### src/rtl/tlb_walker.sv
module tlb_walker #(
  parameter int VA_W  = 32,
  parameter int OFF_W = 12,
  parameter int PPN_W = 12,
  parameter int SETS  = 16,
  parameter int WAYS  = 2,
  parameter int PTE_W = 32,
  parameter int MA_W  = 32
) (
  input  logic                   clk,
  input  logic                   rst_n,
  input  logic                   req_valid,
  output logic                   req_ready,
  input  logic [VA_W-1:0]        req_vaddr,
  input  logic                   req_write,
  input  logic                   req_user,
  output logic                   resp_valid,
  output logic [PPN_W+OFF_W-1:0] resp_paddr,
  output logic                   fault_page,
  output logic                   fault_perm,
  input  logic [MA_W-1:0]        pt_base,
  output logic                   mem_req,
  output logic                   mem_we,
  output logic [MA_W-1:0]        mem_addr,
  output logic [PTE_W-1:0]       mem_wdata,
  input  logic                   mem_ack,
  input  logic [PTE_W-1:0]       mem_rdata
);
  localparam int VPN_W   = VA_W - OFF_W;
  localparam int SET_W   = $clog2(SETS);
  localparam int TAG_W   = VPN_W - SET_W;
  localparam int WAY_W   = (WAYS > 1) ? $clog2(WAYS) : 1;
  localparam int PPN_LSB = 12;

  typedef enum logic [1:0] {S_IDLE, S_WB, S_FETCH, S_RETRY} st_t;
  st_t st;

  logic [TAG_W-1:0] e_tag [SETS][WAYS];
  logic [PPN_W-1:0] e_ppn [SETS][WAYS];
  logic [WAYS-1:0]  e_v [SETS], e_d [SETS], e_u [SETS], e_w [SETS], e_usr [SETS];

  logic [VA_W-1:0]  h_va;
  logic             h_wr, h_usr;
  logic [WAY_W-1:0] h_vic, rnd;

  wire              fire   = req_valid && req_ready;
  wire [VA_W-1:0]   lk_va  = (st == S_IDLE) ? req_vaddr : h_va;
  wire              lk_wr  = (st == S_IDLE) ? req_write : h_wr;
  wire              lk_us  = (st == S_IDLE) ? req_user  : h_usr;
  wire [VPN_W-1:0]  lk_vpn = lk_va[VA_W-1:OFF_W];
  wire [SET_W-1:0]  lk_set = lk_vpn[SET_W-1:0];
  wire [TAG_W-1:0]  lk_tag = lk_vpn[VPN_W-1:SET_W];
  wire [VPN_W-1:0]  h_vpn  = h_va[VA_W-1:OFF_W];
  wire [SET_W-1:0]  h_set  = h_vpn[SET_W-1:0];

  logic             hit, vic_found;
  logic [WAY_W-1:0] hway, vic;

  always_comb begin
    hit = 1'b0;
    hway = '0;
    vic_found = 1'b0;
    vic = rnd;
    for (int w = 0; w < WAYS; w++) begin
      if (e_v[lk_set][w] && e_tag[lk_set][w] == lk_tag) begin
        hit = 1'b1;
        hway = WAY_W'(w);
      end
      if (!vic_found && !e_v[lk_set][w]) begin
        vic_found = 1'b1;
        vic = WAY_W'(w);
      end
    end
  end

  wire perm_bad    = (lk_wr && !e_w[lk_set][hway]) || (lk_us && !e_usr[lk_set][hway]);
  wire do_complete = (fire && hit) || (st == S_RETRY);

  assign req_ready = (st == S_IDLE);
  assign mem_req   = (st == S_WB) || (st == S_FETCH);
  assign mem_we    = (st == S_WB);
  assign mem_addr  = pt_base + ((st == S_WB) ? MA_W'({e_tag[h_set][h_vic], h_set})
                                             : MA_W'(h_vpn));
  assign mem_wdata = PTE_W'({e_ppn[h_set][h_vic], 7'b0, e_u[h_set][h_vic], e_d[h_set][h_vic],
                             e_usr[h_set][h_vic], e_w[h_set][h_vic], 1'b1});

  logic unused_bits;
  assign unused_bits = ^{mem_rdata[PTE_W-1:PPN_LSB+PPN_W], mem_rdata[PPN_LSB-1:5]};

  always_ff @(posedge clk) begin
    if (!rst_n) begin
      st <= S_IDLE;
      rnd <= '0;
      resp_valid <= 1'b0;
      resp_paddr <= '0;
      fault_page <= 1'b0;
      fault_perm <= 1'b0;
      h_va <= '0;
      h_wr <= 1'b0;
      h_usr <= 1'b0;
      h_vic <= '0;
      for (int s = 0; s < SETS; s++) e_v[s] <= '0;
    end else begin
      rnd <= rnd + 1'b1;
      resp_valid <= 1'b0;
      if (do_complete) begin
        resp_valid <= 1'b1;
        if (perm_bad) fault_perm <= 1'b1;
        else begin
          resp_paddr <= {e_ppn[lk_set][hway], lk_va[OFF_W-1:0]};
          e_u[lk_set][hway] <= 1'b1;
          if (lk_wr) e_d[lk_set][hway] <= 1'b1;
        end
      end
      case (st)
        S_IDLE: if (fire) begin
          h_va <= req_vaddr;
          h_wr <= req_write;
          h_usr <= req_user;
          fault_page <= 1'b0;
          if (!(hit && perm_bad)) fault_perm <= 1'b0;
          if (!hit) begin
            h_vic <= vic;
            st <= e_v[lk_set][vic] ? S_WB : S_FETCH;
          end
        end
        S_WB: if (mem_ack) st <= S_FETCH;
        S_FETCH: if (mem_ack) begin
          if (mem_rdata[0]) begin
            e_v[h_set][h_vic]   <= 1'b1;
            e_tag[h_set][h_vic] <= h_vpn[VPN_W-1:SET_W];
            e_ppn[h_set][h_vic] <= mem_rdata[PPN_LSB +: PPN_W];
            e_w[h_set][h_vic]   <= mem_rdata[1];
            e_usr[h_set][h_vic] <= mem_rdata[2];
            e_d[h_set][h_vic]   <= mem_rdata[3];
            e_u[h_set][h_vic]   <= mem_rdata[4];
            st <= S_RETRY;
          end else begin
            fault_page <= 1'b1;
            resp_valid <= 1'b1;
            st <= S_IDLE;
          end
        end
        default: st <= S_IDLE;
      endcase
    end
  end

  assert_offset_pass_R1: assert property (@(posedge clk) disable iff (!rst_n)
    (resp_valid && !fault_page && !fault_perm) |-> resp_paddr[OFF_W-1:0] == h_va[OFF_W-1:0]);
  assert_refill_retry_R8: assert property (@(posedge clk) disable iff (!rst_n)
    (mem_req && mem_ack && !mem_we && mem_rdata[0]) |=> !resp_valid ##1 resp_valid);
  assert_absent_fault_R9: assert property (@(posedge clk) disable iff (!rst_n)
    (mem_req && mem_ack && !mem_we && !mem_rdata[0]) |=> (resp_valid && fault_page));
  assert_fault_exclusive_R10: assert property (@(posedge clk) disable iff (!rst_n)
    !(fault_page && fault_perm));
  assert_idle_hold_R11: assert property (@(posedge clk) disable iff (!rst_n)
    (req_ready && !req_valid) |=> ($stable(fault_page) && $stable(fault_perm) && $stable(resp_paddr)));
  assert_busy_stall_R12: assert property (@(posedge clk) disable iff (!rst_n)
    (req_valid && req_ready) |=> (resp_valid || !req_ready));
endmodule

### config.mk
export PLATFORM = sky130hd
export DESIGN_NAME = tlb_walker
export DESIGN_NICKNAME = d
export VERILOG_FILES = /design/src/rtl/tlb_walker.sv
export SDC_FILE = /design/constraint.sdc
export NUM_CORES = 2
export LEC_CHECK = 0
export ABC_CLOCK_PERIOD_IN_PS = 8600
export BUFFER_PORTS_ARGS = -buffer_cell sky130_fd_sc_hd__buf_4
export CAP_MARGIN = 0
export CORE_MARGIN = 2
export CORE_UTILIZATION = 50
export CTS_CLUSTER_DIAMETER = 200
export CTS_CLUSTER_SIZE = 8
export DETAILED_ROUTE_END_ITERATION = 7
export PLACE_DENSITY = 0.78
export SLEW_MARGIN = 40
export SYNTH_ARGS = -nofsm -noshare
export SYNTH_HDL_FRONTEND = slang
export SYNTH_SLANG_ARGS = --single-unit
### constraint.sdc
create_clock -name clk -period 8.6 [get_ports clk]
set_input_delay 2.58 -clock clk [delete_from_list [all_inputs] [get_ports clk]]
set_output_delay 2.58 -clock clk [all_outputs]
set_load 0.005 [all_outputs]
==> Yosys cells after proc, flatten, opt, wreduce, memory -nomap -nowiden <==
Memory sizes are Yosys's and may differ from the RTL's. A register that Yosys moved wholly into a read port is not among the register bits.
Index checks and enable logic that the tools add are counted.
{ "totals": {"register_bits": 65, "ramBits": 1056, "input_bits": 102, "output_inout_bits": 94, "word_cells": 166, "memories": 7} }
{ "mem_list": {"columns": ["memory", "depth", "width", "rd", "rd_ports_with_merged_regs", "wr", "line_no", "rtl"], "rows": [
  ["e_tag", 16, 32, 2, 1, 1, "38", "logic [TAG_W-1:0] e_tag [SETS][WAYS];"],
  ["e_ppn", 16, 24, 2, 1, 1, "39", "logic [PPN_W-1:0] e_ppn [SETS][WAYS];"],
  ["e_d", 16, 2, 1, 1, 1, "40", "logic [WAYS-1:0] e_v [SETS], e_d [SETS], e_u [SETS], e_w [SETS], e_usr [SETS];"],
  ["e_u", 16, 2, 1, 1, 1, "40", null],
  ["e_usr", 16, 2, 2, 1, 1, "40", null],
  ["e_v", 16, 2, 1, 0, 16, "40", null],
  ["+1 memories", null, null, null, null, null, null, null]
]} }
{ "op_classes": {"add_sub_neg": 2, "n_lt_le_gt_ge": 8, "eq_ne": 10, "n_mux": 98, "n_bitwise": 4, "reduce_logical": 27} }
{ "op_table": {"columns": ["cell", "n"], "rows": [
  ["12-bit 2-to-1 mux", 7],
  ["16-bit 2-to-1 mux", 4],
  ["32-bit 2-to-1 mux", 2],
  ["4-bit 2-to-1 mux", 15],
  ["1-bit 2-to-1 mux", 47],
  ["32-bit by 20-bit adder with 32-bit output", 1],
  ["16-bit == test", 2],
  ["2-bit 2-to-1 mux", 15],
  ["24-bit 2-to-1 mux", 1],
  ["20-bit 2-to-1 mux", 1],
  ["16-bit demux with 1-bit select", 1],
  ["12-bit demux with 1-bit select", 1],
  ["1-bit logical AND", 11],
  ["4-bit AND reduction", 2],
  ["1-bit by 2-bit < comparator with 1-bit output, second input constant", 3],
  ["2-bit inequality test, second input constant", 3],
  ["2-bit one-hot mux with 3 select lines", 1],
  ["2-bit OR reduction", 3],
  ["2-bit == test, second input constant", 2],
  ["2-bit greater-or-equal comparator, second input constant", 2],
  ["2-bit by 1-bit inequality test with 1-bit output, second input constant", 2],
  ["1-bit inverter with 2-bit output", 2],
  ["2-bit AND reduction", 2],
  ["1-bit logical NOT", 3],
  ["11 further kinds", 16]
]} }

==> Depth between registers and ports, before layout <==
An unclocked memory read counts as a cell.
{ "depth": {"depth_word": 16, "depth_mapped": 19, "depth_no_buf": 14} }

==> Worst setup path before layout <==
OpenSTA, ideal clock, no wires.
{ "synth_timing": {"path_type": "in2out", "from": "input pt_base[0]", "to": "output mem_addr[24]", "t_arrival_ns": 5.095, "t_required_ns": 6.020, "slack_ns": 0.925, "path_stages": 13, "n_path_buf": 0, "path_cell_list": "ha_1 > inv_1 > fa_1 > nor2b_1 > o21ai_0 > a21boi_0 > o221a_2 > o41ai_1 > o211ai_1 > o211ai_1 > a31oi_1 > nand3_1 > xnor2_1"} }
{ "synth_between": {"elab_chain_cells": 1} }
{ "synth_lines": {"columns": ["element", "line_no", "rtl"], "rows": [
  ["from (decl)", "21", "input logic [MA_W-1:0] pt_base,"],
  ["32-bit by 20-bit adder with 32-bit output", "82", "assign mem_addr = pt_base + ((st == S_WB) ? MA_W'({e_tag[h_set][h_vic], h_set})"],
  ["to (decl)", "24", "output logic [MA_W-1:0] mem_addr,"]
]} }
No other way between the ends.

==> flow_summary_export.csv <==
group,metric,value,unit
placement,io_buffer_count,164,
floorplanning,initial_utilization,0.5052,
routing,drt_iter0_drc,6200,
outcome,status,"completed",
layout,mostFrequentLayoutCells,"edfxtp_1 (1024), mux4_2 (494), nand2_1 (493)",
clocking,root_buffer,"clkbuf_16",
routing,vias_per_cell,6.996,
worst_hold_path,hp-class,"flip-flop to flip-flop",
timing,slew_violations,0,
layout,area_growth,15.88,%
run,max_cap_violations,0,
routing,totalWireLength,169.6,mm
power_and_ir_drop,netSwitchingPower,5.922,mW
global_route,grt_usage,0.3040,
power_and_ir_drop,p_leak,21.20,nW
floorplanning,die_w,333.4,um
routing,dr.pass1.iters,6,
layout,fill_cells,7564,
worst_setup_path,crit_chain,"buf_4, buf_6, mux4_2, mux4_2, nand2_1, a31oi_1, ha_1, nand3_1, nor3_1, o41a_1, o31ai_1, o21a_1, a21oi_1, nand4_1, xnor2_1, buf_4",
floorplanning,dieArea,0.1111,mm2
timing,fin_crit_sh,0.9748,
layout,num-nets-final,3773,
routing,route.detailed.drc,0,
layout,drive_above_1_share,0.2983,
worst_setup_path,r2r_slack,2.30,ns
placement,dp_hpwl,103.5,mm
worst_setup_path,cp_num_buf_inv,3,
global_route,grt_pass1_vias,35670,
power_and_ir_drop,power_frac_comb,0.319,
floorplanning,core,0.1074,mm2
worst_setup_path,crit_arrival,5.80,ns
timing,setup_viol,0,
worst_hold_path,whs_path_depth,1,
clocking,cts.clk_slew.worst_paths,0.05,ns
power_and_ir_drop,clkPwrFrac,0.329,
synthesis,ys_async_sr_fraction,0,
power_and_ir_drop,intPower,11.76,mW
routing,num_vias,35990,
timing,rsz0062_at_grt,"false",
worst_setup_path,critPathSlowestCell,"dfxtp_4",
clocking,hold_buffers,0,
worst_setup_path,reg2regPathDepth,14,
synthesis,yosys_warnings,0,
clocking,clk_path_buf_depth,3,
synthesis,synthFlopType,"edfxtp_1",
layout,design_area,0.06285,mm2
timing,fmax,119.3,MHz
power_and_ir_drop,p_sw_frac,0.3349,
worst_setup_path,critPathLaunchType,"flip-flop",
routing,ant_nets,0,
power_and_ir_drop,seqPwrFrac,0.352,
timing,hold_viol,0,
worst_setup_path,reg2reg_to,"e_u[8][0]$_DFFE_PP_",
synthesis,synth-seq-area-share,0.6042,
timing,worst_pin_slew,0.9773,ns
clocking,numClockSinks,1125,
power_and_ir_drop,ir_drop,0.0002019,V
clocking,insertion_delay,0.79,ns
worst_setup_path,setup.worst_path.end_class,"primary output",
global_route,grt_pass1_wl,244.0,mm
floorplanning,ios,196,
global_route,grt_start_max_net_pins,113,
worst_setup_path,worstSetupPathType,"flip-flop to primary output",
worst_setup_path,crit_path_max_incr_delay,0.62,ns
timing,fin_crit,8.384,ns
placement,dpl_cell_area,0.05807,mm2
synthesis,synth.avg_cell_area,16.00,um2
global_route,grt_antenna_before_repair,11,
synthesis,ys_types,78,
worst_hold_path,worstHoldStart,"rnd$_SDFF_PN0_",
synthesis,netlist_instances,3389,
floorplanning,die_y,333.4,um
clocking,htree_levels,4,
worst_setup_path,timing.rr.start,"st[0]$_SDFFE_PN0P_",
synthesis,synth-seq-cells,1125,
timing,finClkSkew,0.04916,ns
synthesis,synth_edf_count,1024,
worst_setup_path,required,6.02,ns
worst_hold_path,min_to,"rnd$_SDFF_PN0_",
timing,finalSetupTns,0,ns
clocking,cts_made_buffers,158,
routing,routedWlPerCell,32.97,um
floorplanning,rows,120,
worst_setup_path,path_depth,16,
power_and_ir_drop,p_per_area,281.4,mW/mm2
placement,gp_congestion,0.9546,
synthesis,syn_area,0.05424,mm2
global_route,grt_overflow_total,0,
layout,mostFrequentLayoutCell,"edfxtp_1",
worst_setup_path,path_delay_family,"compound AO/OA/AOI/OAI gates",
worst_setup_path,worst-path-max-fanout,29,
timing,relSlewSlack,0.3485,
clocking,cts_tree,"done",
power groups by stage:
stage	registers, mW	clock network (mW)	logic [mW]
6_report	6.22	5.82	5.65
5_1_grt	6.22	6.05	5.84
4_1_cts	6.22	5.82	5.46
3_5_place_dp	6.32	0	5.39
3_3_place_gp	6.32	0	5.31
2_1_floorplan	6.28	0	3.59
cell usage after synthesis (4+ instances only):
cell type | n | area [um2]
edfxtp_1 | 1024 | 30750
mux4_2 | 494 | 11130
nand2_1 | 494 | 1854
mux2i_1 | 186 | 1862
nor2_1 | 153 | 574.3
nand3_1 | 115 | 575.6
clkbuf_1 | 113 | 424.2
dfxtp_1 | 101 | 2022
xnor2_1 | 54 | 473.0
buf_1 | 52 | 195.2
a21oi_1 | 47 | 235.2
nor3_1 | 45 | 225.2
buf_2 | 43 | 215.2
a21o_1 | 38 | 285.3
a21boi_0 | 36 | 270.3
a31oi_1 | 32 | 200.2
buf_4 | 32 | 240.2
o21ai_0 | 29 | 145.1
xor2_1 | 27 | 236.5
ha_1 | 24 | 300.3
a32oi_1 | 23 | 201.4
mux2_2 | 23 | 259.0
and3_1 | 20 | 125.1
or2_2 | 16 | 100.1
inv_1 | 13 | 48.80
o21a_1 | 12 | 90.09
nand4_1 | 10 | 62.56
o22ai_1 | 9 | 56.30
nor4_1 | 8 | 50.05
nand2b_1 | 7 | 43.79
o211ai_1 | 7 | 52.55
or3_1 | 7 | 43.79
buf_6 | 6 | 67.56
o2111ai_1 | 6 | 52.55
mux2i_2 | 5 | 68.82
nor2b_1 | 5 | 31.28
o21bai_1 | 5 | 37.54
a221oi_1 | 4 | 35.03
and4_1 | 4 | 35.03
o31ai_1 | 4 | 30.03
cell families (layout without fill, tap and decap cells):
logic type / Yosys count / in the layout / synth area share
multiplexers: 711 / 711 / 0.2463
other: 2 / 19 / 0.0001385
AND/OR/NAND/NOR: 897 / 897 / 0.07054
XOR/XNOR: 81 / 81 / 0.01308
AO/OA/AOI/OAI: 288 / 288 / 0.03783
buffers and inverters: 260 / 595 / 0.02203
flip-flops: 1125 / 1125 / 0.6042
adder cells (fa/ha/maj): 25 / 25 / 0.005906
layer usage:
layer | vias to the layer above | part of all wire | global-route usage
li1 | 14050 | - | -
met1 | 17960 | 0.33 | 0.3845
met2 | 3246 | 0.46 | 0.4682
met3 | 716 | 0.15 | 0.1058
met4 | 18 | 0.059 | 0.1524
met5 | - | 0.00075 | 0
layout make-up:
class | instances | area, um2 | area share
Sequential cell | 1125 | 32800 | 0.5218
Multi-Input combinational cell | 2018 | 20700 | 0.3294
Clock buffer | 236 | 4247 | 0.06757
Timing Repair Buffer | 329 | 2919 | 0.04644
Tap cell | 1403 | 1755 | 0.02793
Clock inverter | 16 | 369.1 | 0.005873
Inverter | 14 | 52.55 | 0.0008361
Antenna cell | 3 | 7.507 | 0.0001194
sequential cells by signal, summed over array words and instances, names as in the netlist, named ones only:
register,flops
st,2
e_tag,512
e_ppn,384
h_vic,1
h_usr,1
rnd,1
e_d,32
fault_perm,1
h_va,32
e_u,32
resp_valid,1
e_usr,32
e_w,32
fault_page,1
resp_paddr,24
e_v,32
h_wr,1
worst max path at each step:
stage | start | end | slack [ns]
2_1_floorplan | pt_base[0] | mem_addr[24] | 0.93
3_3_place_gp | pt_base[0] | mem_addr[26] | 0.32
3_5_place_dp | pt_base[0] | mem_addr[26] | 0.30
4_1_cts | flip-flop | mem_addr[26] | 0.11
5_1_grt | flip-flop | mem_addr[27] | 0.07
6_report | flip-flop | mem_addr[27] | 0.22
stage by stage:
| step | util | power [mW] | std cells | hold slack [ns] | worst slack, ns |
|---|---|---|---|---|---|
| floorplan | - | 9.878 | 3403 | 0.3864 | 0.9255 |
| finish | 0.5855 | 17.68 | 5144 | 0.4239 | 0.2164 |
| CTS | 0.5840 | 17.50 | 5131 | 0.4173 | 0.1060 |
| detailed placement | 0.5410 | 11.72 | 4879 | 0.4094 | 0.2960 |
| global placement | 0.5356 | 11.63 | 4856 | 0.4010 | 0.3208 |
| global route | 0.5854 | 18.12 | 5141 | 0.4365 | 0.07147 |
repair_timing:
item	in CTS	in global routing
gates resized for setup	0	3
setup buffers	0	6
endpoints found under the setup margin	0	13
worst reg2reg max path, delay by kind of cell (launching register included):
kind                     cells  cell delay (ns)
AND/OR/NAND/NOR              2             0.23
multiplexers                 3             1.70
adder cells (fa/ha/maj)      1             0.70
buffers and inverters        3             1.08
flip-flops                   1             0.35
AO/OA/AOI/OAI                5             1.98
No activity file was read; power rests on OpenSTA's default activity.
